`config.mk`:
```
export PLATFORM = sky130hd
export DESIGN_NAME = mdio_master
export DESIGN_NICKNAME = d
export VERILOG_FILES = /design/src/rtl/mdio_pkg.sv /design/src/rtl/mdio_phase_timer.sv /design/src/rtl/mdio_frame_seq.sv /design/src/rtl/mdio_master.sv
export SDC_FILE = /design/constraint.sdc
export NUM_CORES = 1
export LEC_CHECK = 0
export BUFFER_PORTS_ARGS = -buffer_cell sky130_fd_sc_hd__buf_2
export CAP_MARGIN = 5
export CORE_UTILIZATION = 50
export DETAILED_ROUTE_END_ITERATION = 10
export MAX_ROUTING_LAYER = met4
export PLACE_DENSITY = 0.69
export SLEW_MARGIN = 10
export SYNTH_ARGS = -nofsm -noshare
export SYNTH_HDL_FRONTEND = slang
export SYNTH_SLANG_ARGS = --single-unit
```
`constraint.sdc`:
```
create_clock -name clk -period 5.15 [get_ports clk]
set_input_delay 0 -clock clk [delete_from_list [all_inputs] [get_ports clk]]
set_output_delay 0 -clock clk [all_outputs]
set_load 0.02 [all_outputs]
```
`src/rtl/mdio_pkg.sv`:
```
package mdio_pkg;
  typedef enum logic [2:0] {
    ST_IDLE, ST_FRAME, ST_SETTLE, ST_TAIL_LO, ST_TAIL_HI
  } mdio_state_e;

  localparam int PRE_LEN = 32;
  localparam int HDR_TA  = 14;   // frame index of first turnaround bit

  // 32-bit Clause 22 frame after the preamble, MSB sent first.
  // For reads the turnaround and data fields are placeholders (line released).
  function automatic logic [31:0] frame_bits(input logic rd, input logic [4:0] phy,
                                             input logic [4:0] ra, input logic [15:0] wd);
    logic [1:0] op;
    logic [1:0] ta;
    op = rd ? 2'b10 : 2'b01;
    ta = rd ? 2'b11 : 2'b10;
    return {2'b01, op, phy, ra, ta, rd ? 16'hFFFF : wd};
  endfunction

  // Full shift image, left aligned.
  function automatic logic [63:0] shift_image(input logic pre, input logic [31:0] fr);
    return pre ? {32'hFFFF_FFFF, fr} : {fr, 32'h0};
  endfunction

  function automatic logic [6:0] bit_total(input logic pre);
    return pre ? 7'd64 : 7'd32;
  endfunction

  // First bit index at which a read releases the line.
  function automatic logic [6:0] release_at(input logic pre);
    return pre ? 7'(PRE_LEN + HDR_TA) : 7'(HDR_TA);
  endfunction
endpackage

```
`src/rtl/mdio_phase_timer.sv`:
```
module mdio_phase_timer #(
  parameter int CW = 4
) (
  input  logic          clk,
  input  logic          rst_n,
  input  logic          run,
  input  logic [CW-1:0] limit,
  output logic          ph_end
);
  logic [CW-1:0] cnt;

  assign ph_end = run && (cnt == limit);

  always_ff @(posedge clk or negedge rst_n) begin
    if (!rst_n)               cnt <= '0;
    else if (!run || ph_end)  cnt <= '0;
    else                      cnt <= cnt + 1'b1;
  end
endmodule

```
`src/rtl/mdio_frame_seq.sv`:
```
module mdio_frame_seq
  import mdio_pkg::*;
(
  input  logic        clk,
  input  logic        rst_n,
  input  logic        go,
  input  logic        is_read,
  input  logic        pre_en,
  input  logic [4:0]  phy_addr,
  input  logic [4:0]  reg_addr,
  input  logic [15:0] wr_data,
  input  logic        mdio_i,
  input  logic        ph_end,
  output mdio_state_e state,
  output logic        done,
  output logic [15:0] rd_data,
  output logic        mdc,
  output logic        mdio_o,
  output logic        mdio_oe,
  output logic [9:0]  req_tag,
  output logic        rd_zone
);
  logic [63:0] tx_q;
  logic [15:0] rx_q;
  logic [6:0]  idx_q;
  logic        rd_q;
  logic        pre_q;
  logic [6:0]  nxt;
  logic [63:0] img;

  assign nxt     = idx_q + 7'd1;
  assign img     = shift_image(pre_en, frame_bits(is_read, phy_addr, reg_addr, wr_data));
  assign rd_zone = (state == ST_FRAME) && rd_q && (idx_q >= release_at(pre_q));

  always_ff @(posedge clk or negedge rst_n) begin
    if (!rst_n) begin
      state   <= ST_IDLE;
      done    <= 1'b0;
      rd_data <= '0;
      mdc     <= 1'b1;
      mdio_o  <= 1'b1;
      mdio_oe <= 1'b0;
      tx_q    <= '0;
      rx_q    <= '0;
      idx_q   <= '0;
      rd_q    <= 1'b0;
      pre_q   <= 1'b0;
      req_tag <= '0;
    end else begin
      done <= 1'b0;
      unique case (state)
        ST_IDLE: if (go) begin
          state   <= ST_FRAME;
          rd_q    <= is_read;
          pre_q   <= pre_en;
          req_tag <= {phy_addr, reg_addr};
          idx_q   <= '0;
          mdc     <= 1'b0;
          mdio_o  <= img[63];
          mdio_oe <= 1'b1;
          tx_q    <= img << 1;
        end
        ST_FRAME: if (ph_end) begin
          if (!mdc) begin
            mdc  <= 1'b1;
            rx_q <= {rx_q[14:0], mdio_i};
          end else begin
            mdc   <= 1'b0;
            idx_q <= nxt;
            if (nxt == bit_total(pre_q)) begin
              state   <= ST_SETTLE;
              mdio_oe <= 1'b0;
              mdio_o  <= 1'b1;
            end else begin
              mdio_o  <= tx_q[63];
              tx_q    <= tx_q << 1;
              mdio_oe <= !(rd_q && (nxt >= release_at(pre_q)));
            end
          end
        end
        ST_SETTLE:  if (ph_end) state <= ST_TAIL_LO;
        ST_TAIL_LO: if (ph_end) begin
          state <= ST_TAIL_HI;
          mdc   <= 1'b1;
        end
        ST_TAIL_HI: if (ph_end) begin
          state <= ST_IDLE;
          done  <= 1'b1;
          if (rd_q) rd_data <= rx_q;
        end
        default: state <= ST_IDLE;
      endcase
    end
  end
endmodule

```
`src/rtl/mdio_master.sv`:
```
module mdio_master
  import mdio_pkg::*;
#(
  parameter int HALF_CLKS   = 4,
  parameter int SETTLE_CLKS = 10
) (
  input  logic        clk,
  input  logic        rst_n,
  input  logic        go,
  input  logic        is_read,
  input  logic        pre_en,
  input  logic [4:0]  phy_addr,
  input  logic [4:0]  reg_addr,
  input  logic [15:0] wr_data,
  output logic        busy,
  output logic        done,
  output logic [15:0] rd_data,
  output logic        mdc,
  output logic        mdio_o,
  output logic        mdio_oe,
  input  logic        mdio_i
);
  localparam int MAXL = (HALF_CLKS > SETTLE_CLKS) ? HALF_CLKS : SETTLE_CLKS;
  localparam int CW   = $clog2(MAXL + 1);

  mdio_state_e   state;
  logic          ph_end;
  logic          in_settle;
  logic          rd_zone;
  logic [9:0]    req_tag;
  logic [CW-1:0] limit;

  assign busy      = (state != ST_IDLE);
  assign in_settle = (state == ST_SETTLE);
  assign limit     = in_settle ? CW'(SETTLE_CLKS - 1) : CW'(HALF_CLKS - 1);

  mdio_phase_timer #(.CW(CW)) u_timer (
    .clk(clk), .rst_n(rst_n), .run(busy), .limit(limit), .ph_end(ph_end)
  );

  mdio_frame_seq u_seq (
    .clk(clk), .rst_n(rst_n), .go(go), .is_read(is_read), .pre_en(pre_en),
    .phy_addr(phy_addr), .reg_addr(reg_addr), .wr_data(wr_data),
    .mdio_i(mdio_i), .ph_end(ph_end), .state(state), .done(done),
    .rd_data(rd_data), .mdc(mdc), .mdio_o(mdio_o), .mdio_oe(mdio_oe),
    .req_tag(req_tag), .rd_zone(rd_zone)
  );
endmodule

```
==> results of run 1 <==
-- registers in the layout, summed over array words and instances (netlist names) --
register       cells
u_seq.done         1
u_seq.pre_q        1
u_seq.mdc          1
u_seq.state        3
u_seq.rx_q        16
u_seq.mdio_oe      1
u_seq.tx_q        63
u_seq.mdio_o       1
u_seq.idx_q        7
u_seq.rd_data     16
u_seq.rd_q         1
u_timer.cnt        4
-- area by class of cell --
type	count	area (sq um)	area share, %
Clock buffer	17	414	6.33
Tap cell	136	170	2.60
Multi-Input combinational cell	402	2340	35.7
Clock inverter	15	125	1.91
Inverter	5	18.8	0.287
Sequential cell	115	2880	44.1
Timing Repair Buffer	86	593	9.07
-- layer usage --
layer,share of wire [%],up-vias,GRT usage [%]
met1,48,1980,29.4
met4,0.88,0,7.24
met3,4.7,13,6.56
met5,0,-,-
li1,-,2105,-
met2,47,98,33.9
-- cell families (layout without fill, tap and decap cells) --
family / after synthesis / count (layout) / share of synthesized area [%]
adder cells (fa/ha/maj): 4 / 4 / 0.917
flip-flops: 115 / 115 / 52.7
multiplexers: 37 / 37 / 7.56
buffers and inverters: 50 / 123 / 4.72
XOR/XNOR: 5 / 5 / 1.05
AO/OA/AOI/OAI: 171 / 171 / 16.7
AND/OR/NAND/NOR: 185 / 185 / 16.3
-- worst max path at each step --
stage | startpoint | to | slack [ns]
floorplan | u_seq.idx_q[0]$_DFFE_PN0P_ | u_seq.tx_q[10]$_DFFE_PN0P_ | 3.03
global placement | u_seq.idx_q[0]$_DFFE_PN0P_ | u_seq.tx_q[56]$_DFFE_PN0P_ | 2.16
detailed placement | u_seq.idx_q[0]$_DFFE_PN0P_ | u_seq.tx_q[56]$_DFFE_PN0P_ | 1.99
CTS | u_seq.idx_q[0]$_DFFE_PN0P_ | u_seq.tx_q[37]$_DFFE_PN0P_ | 1.98
global route | u_seq.idx_q[0]$_DFFE_PN0P_ | u_seq.tx_q[37]$_DFFE_PN0P_ | 1.67
finish | u_seq.idx_q[0]$_DFFE_PN0P_ | u_seq.tx_q[37]$_DFFE_PN0P_ | 1.95
-- cell usage in the layout, fill, tap and decap left out, drive strengths merged, types with 4 or more instances in the layout --
master       instances
mux2                34
or3                 27
dlygate4sd3         30
inv                 11
nor3                 6
a21oi               34
dfrtp              113
nand2               85
nand3                6
clkbuf              17
nand2b               5
clkinv               7
ha                   4
o21ai              118
nor2                28
and3                10
buf                 56
-- metrics by stage --
step | instance area [sq um] | util (%) | setup slack [ns] | power, uW | hold WS (ns)
after floorplan | 5460 | - | 3.03 | 956 | -0.296
after global placement | 5700 | 54.5 | 2.16 | 994 | 0.0173
after detailed placement | 5700 | 54.5 | 1.99 | 996 | 0.0182
after CTS | 6540 | 62.5 | 1.98 | 2070 | 0.0137
after global routing | 6540 | 62.5 | 1.67 | 2130 | 0.0371
final | 6540 | 62.5 | 1.95 | 2050 | 0.0100
-- where the power goes --
group | total, uW | leakage [uW] | switching, uW | internal (uW)
Sequential | 920 | 0.00151 | 6.12 | 914
Clock | 1060 | 0.000260 | 454 | 602
Combinational | 75.4 | 0.00116 | 41.9 | 33.5
==> metrics.txt, run 1 <==
diode count=0; Critical R2R Launch=u_seq.idx_q[0]$_DFFE_PN0P_; # Post-CTS Setup Buffers=0; Top-Level Pins=53; Setup Skew=~0.0065 ns; Fin Setup TNS=0 ns; CP Launch Type=flip-flop; CP max-delay cell=a31o_4; status=finished, final reports clean; Hold Vio Cnt, Final=0; Yosys cell types=50; Period Utilization, post-route=62.2%; Max Root-Sink Buffers=2; DR vias/cell=~5.4; drc violations=0; Top FF cell, synth=dfrtp_1; vias in the first global route=4070; EDFF count, synth=0; Worst R2R End=u_seq.tx_q[37]$_DFFE_PN0P_; antenna violations before repair=0; post-layout instance count excluding filler cells=776; most frequent cell after synthesis=dfrtp_1; Synth top cells by count=dfrtp_1 (113), nand2_1 (85), o21ai_0 (68); WP data required=between 5 and 6 ns; Final GP Congestion=0.932; hpwl dp=about 6700 um; Iter 0 DRT Violations=~330; post-cts resize count=0; CTS Hold Buffers Added=30; H-tree Lvls=4; CP Capture Type=flip-flop; post-synth top area cell=dfrtp_1; FFs w/ async S/R, synth=100%; Post-Route WL=11400 um; Final Net Count=around 660; area of the core=10500 sq um; clk sinks=around 120; first-pass GRT wire length=between 15000 and 20000 um; R2R depth=9; DP Cell Count=between 700 and 800; RSZ-0062 raised after global routing=false; Skew-Pair Late Insertion Delay=around 0.52 ns; post-layout min period=between 3 and 4 ns; Port Buf Inserts=52; die area=~11000 sq um; Worst Path Buf+Inv=1; Layout area overhead=19.7%; Slew headroom=38.5%; arrival time of the worst setup path=approximately 3.6 ns; sequential-to-total area share from yosys stat=between 50 and 60%; Synthesized Nets=between 600 and 700; max incr delay on CP=0.70 ns; remaining antenna violation count=0; critical path peak fanout=between 70 and 80; delay-heaviest family, CP=compound AO/OA/AOI/OAI gates; Yosys reg bits=115; Cells after Synth=around 570; drt wl/cell=14.7 um; max-cap violations=0; kind of critical path=reg -> reg; Die X=107 um; pin count of the biggest net entering global routing=a little under 80; Core Rows=37; total track usage=a little under a quarter; Reg2Reg Setup Slack=a little under 2 ns; Lkg Pwr=between 0.002 and 0.003 uW; Pwr Density=between 300 and 400 nW/um^2; DRT Pass-1 Iters=4; clock-pin slew of the registers on the worst-case setup and hold paths=roughly 0.060 ns; hold crit path type=in -> async; total gr overflow=0; setup violators final=0; Mapped Avg Cell Area=about 9.6 sq um; Fillers=around 900; fmax=between 0.3 and 0.4 GHz; Synth area leaders=dfrtp_1 (52%), mux2_2 (7.0%), o21ai_0 (6.2%); mapped cell area=5460 sq um; crit path cell chain=nand3_1, nor2_1, xor2_1, ha_1, a211oi_1, a31o_4, buf_4, nand2_1, o21ai_1; Worst path depth=9; Via Count=4196; pin slew with the least headroom to its limit=approximately 0.92 ns; CTS tree=done; root buf cell=clkbuf_8; Final Max Slew Viols=0; yosys warns=0; initial core utilization=between 50% and 60%; Num CTS Buffers=17; Die Span Y=around 110 um; maximum VDD drop=roughly 0.26 mV; layout cells sized above 1=20.0%; Yosys top cell area share=between 50% and 60%
(Power assumes the default switching activity.)
==> run 2: changes to the inputs <==
Settings changed: ABC_AREA set to 1, PLACE_DENSITY 0.69 to 0.72.
Clock period 5.15 ns to 2.7 ns, I/O delays scaled along.
==> run 2 against run 1 <==
Against the previous run:
- register-to-register slack got worse by 1.7 ns
- sequential power grew to 2.9 times the previous value
- total power grew to 3.9 times the previous value
- clock skew is 0.00061 ns higher
- clock power rose by 120%
- combinational power grew to 39 times the previous value
- sequential share of layout area decreased by 1.5 points
- count of clock-buffer cells in the layout increased by 1
- critical path depth rose by 4
- routed wire length grew 11%
==> metrics.txt, run 2 <==
Synthesized Nets=789; fmax=a little over 0.4 GHz; Num CTS Buffers=17; Crit path top cell by count=nand2_1; first-pass GRT wire length=21400 um; Final Max Slew Viols=0; Synth area leaders=dfrtp_1 (50%), nand2_1 (19%), nand3_1 (7.9%); area of the core=11000 sq um; DR vias/cell=roughly 5.3; Mapped Avg Cell Area=roughly 7.6 sq um; kind of critical path=reg -> reg; Slew headroom=48.9%; Skew-Pair Late Insertion Delay=0.41 ns; Iter 0 DRT Violations=400; setup violators final=0; Worst Path Buf+Inv=2; Lkg Pwr=about 0.0034 uW; clk sinks=115; clock-pin slew of the registers on the worst-case setup and hold paths=around 0.060 ns; Cells after Synth=between 700 and 800; max FFs per register=between 60 and 70; Fin Setup TNS=0 ns; max-cap violations=0; CP max-delay cell=dfrtp_1; remaining antenna violation count=0; H-tree Lvls=4; CP Launch Type=flip-flop; Yosys top cell area share=between 40% and 50%; Post-Route WL=12600 um; sequential-to-total area share from yosys stat=50.5%; status=finished, final reports clean; Die Span Y=about 110 um; EDFF count, synth=0; Layout area overhead=18.6%; Final GP Congestion=around 0.8; drt wl/cell=13.2 um; arrival time of the worst setup path=~2.8 ns; initial core utilization=roughly 52%; yosys warns=0; max incr delay on CP=~0.44 ns; antenna violations before repair=0; diode count=0; CTS tree=done; Die X=about 110 um; most frequent cells in the layout=nand2_1 (288), dfrtp_1 (113), nand3_1 (90), o21ai_0 (88), buf_2 (51); maximum VDD drop=roughly 0.87 mV; Pwr Density=between 1000 and 1500 nW/um^2; crit path cell chain=nand4_1, or2_2, xor2_1, inv_1, ha_1, nor2_1, nand2_1, nor2_1, nand3_2, nand2_2, buf_12, nand2_1, nand2_1; hold crit path type=in -> reg; die area=approximately 12000 sq um; Top reg by flops=u_seq.tx_q; Via Count=5005; CP Capture Type=flip-flop; Top-Level Pins=53; layout cells sized above 1=~13%; FFs w/ async S/R, synth=between 90% and 100%; Final Net Count=836; Port Buf Inserts=52; post-synth top area cell=dfrtp_1; commonest non-fill, non-tap cell in the layout=nand2_1; Setup Skew=slightly above 0.007 ns; Core Rows=38; Synth top cells by count=nand2_1 (288), dfrtp_1 (113), nand3_1 (90); DRT Pass-1 Iters=5; total track usage=23.9%; mapped cell area=about 5700 sq um; vias in the first global route=between 4000 and 5000; delay-heaviest family, CP=simple AND/OR/NAND/NOR gates; Yosys cell types=30; pin count of the biggest net entering global routing=65; Hold Vio Cnt, Final=0; Total Power=between 7000 and 8000 uW; post-layout min period=around 2.4 ns; WP data required=between 3 and 4 ns; Yosys reg bits=115; most frequent cell after synthesis=nand2_1; drc violations=0; RSZ-0062 raised after global routing=false; pin slew with the least headroom to its limit=around 0.76 ns; total gr overflow=0; Top Registers=u_seq.tx_q: 63 flops, u_seq.rd_data: 16 flops, u_seq.rx_q: 16 flops; critical path peak fanout=between 60 and 70; Period Utilization, post-route=90.6%; Max Root-Sink Buffers=2; Top FF cell, synth=dfrtp_1; root buf cell=clkbuf_16; hpwl dp=7390 um
## run 2: layer usage
layer / wire length [um] / global-route usage, %
met3: 472 / 5.74
met4: 108 / 8.49
met5: 0 / -
met2: 6220 / 39.8
met1: 5790 / 28.4
## run 2: worst reg2reg max path: stages (launching register included)
cell	delay, ns
dfrtp_1	0.44
nand4_1	0.13
or2_2	0.29
xor2_1	0.18
inv_1	0.06
ha_1	0.30
nor2_1	0.11
nand2_1	0.06
nor2_1	0.14
nand3_2	0.12
nand2_2	0.11
buf_12	0.27
nand2_1	0.11
nand2_1	0.07
## run 2: final cells by class
cell class / instances / area (sq um)
multi-input combinational: 544 / 2410
inverter: 45 / 169
clock buffer: 18 / 429
timing repair buffer: 77 / 527
sequential: 115 / 2880
tap: 140 / 175
fill: 943 / 4220
clock inverter: 14 / 176
## run 2: cells by family after synthesis
logic type / after synthesis / share of synthesized area (%)
fa+ha+maj: 4 / 0.877
compound gates: 94 / 8.40
xor+xnor: 5 / 0.767
flops: 115 / 50.5
buf+inv: 94 / 7.30
simple gates: 441 / 32.2
## run 2: stage by stage
step / utilization [%] / setup WS (ns) / instances / instance area, sq um / hold WS, ns
2_1_floorplan: - / 0.492 / 753 / 5710 / -0.296
3_3_place_gp: 54.8 / 0.241 / 907 / 6020 / 0.0892
3_5_place_dp: 54.8 / 0.160 / 907 / 6020 / 0.0884
4_1_cts: 61.6 / 0.152 / 953 / 6760 / 0.00246
5_1_grt: 61.6 / 0.0479 / 953 / 6770 / 0.0329
6_report: 61.6 / 0.253 / 953 / 6770 / 0.0118
## run 2: final timing paths
path,startpoint,to,slack (ns),depth (start not counted)
min reg2reg,u_seq.tx_q[27]$_DFFE_PN0P_,u_seq.tx_q[27]$_DFFE_PN0P_,0.47,2
max in group asynchronous,rst_n,u_seq.tx_q[38]$_DFFE_PN0P_,1.78,3
min,wr_data[9],u_seq.tx_q[10]$_DFFE_PN0P_,0.01,5
max,u_seq.idx_q[0]$_DFFE_PN0P_,u_seq.tx_q[43]$_DFFE_PN0P_,0.25,13
min in group asynchronous,rst_n,u_seq.idx_q[0]$_DFFE_PN0P_,0.18,2
max reg2reg,u_seq.idx_q[0]$_DFFE_PN0P_,u_seq.tx_q[43]$_DFFE_PN0P_,0.25,13
## run 2: power breakdown
group | switching (uW) | leakage [uW] | internal (uW)
clock | 831 | 0.000292 | 1460
combinational | 1980 | 0.00165 | 997
sequential | 341 | 0.00149 | 2320
## run 2: what timing repair did
item / CTS / global route
hold buffers: 14 / 0
endpoints found under the setup margin: 0 / 10
buffers inserted: 0 / 0
hold endpoints to repair: 72 / 0
resized for setup: 0 / 1
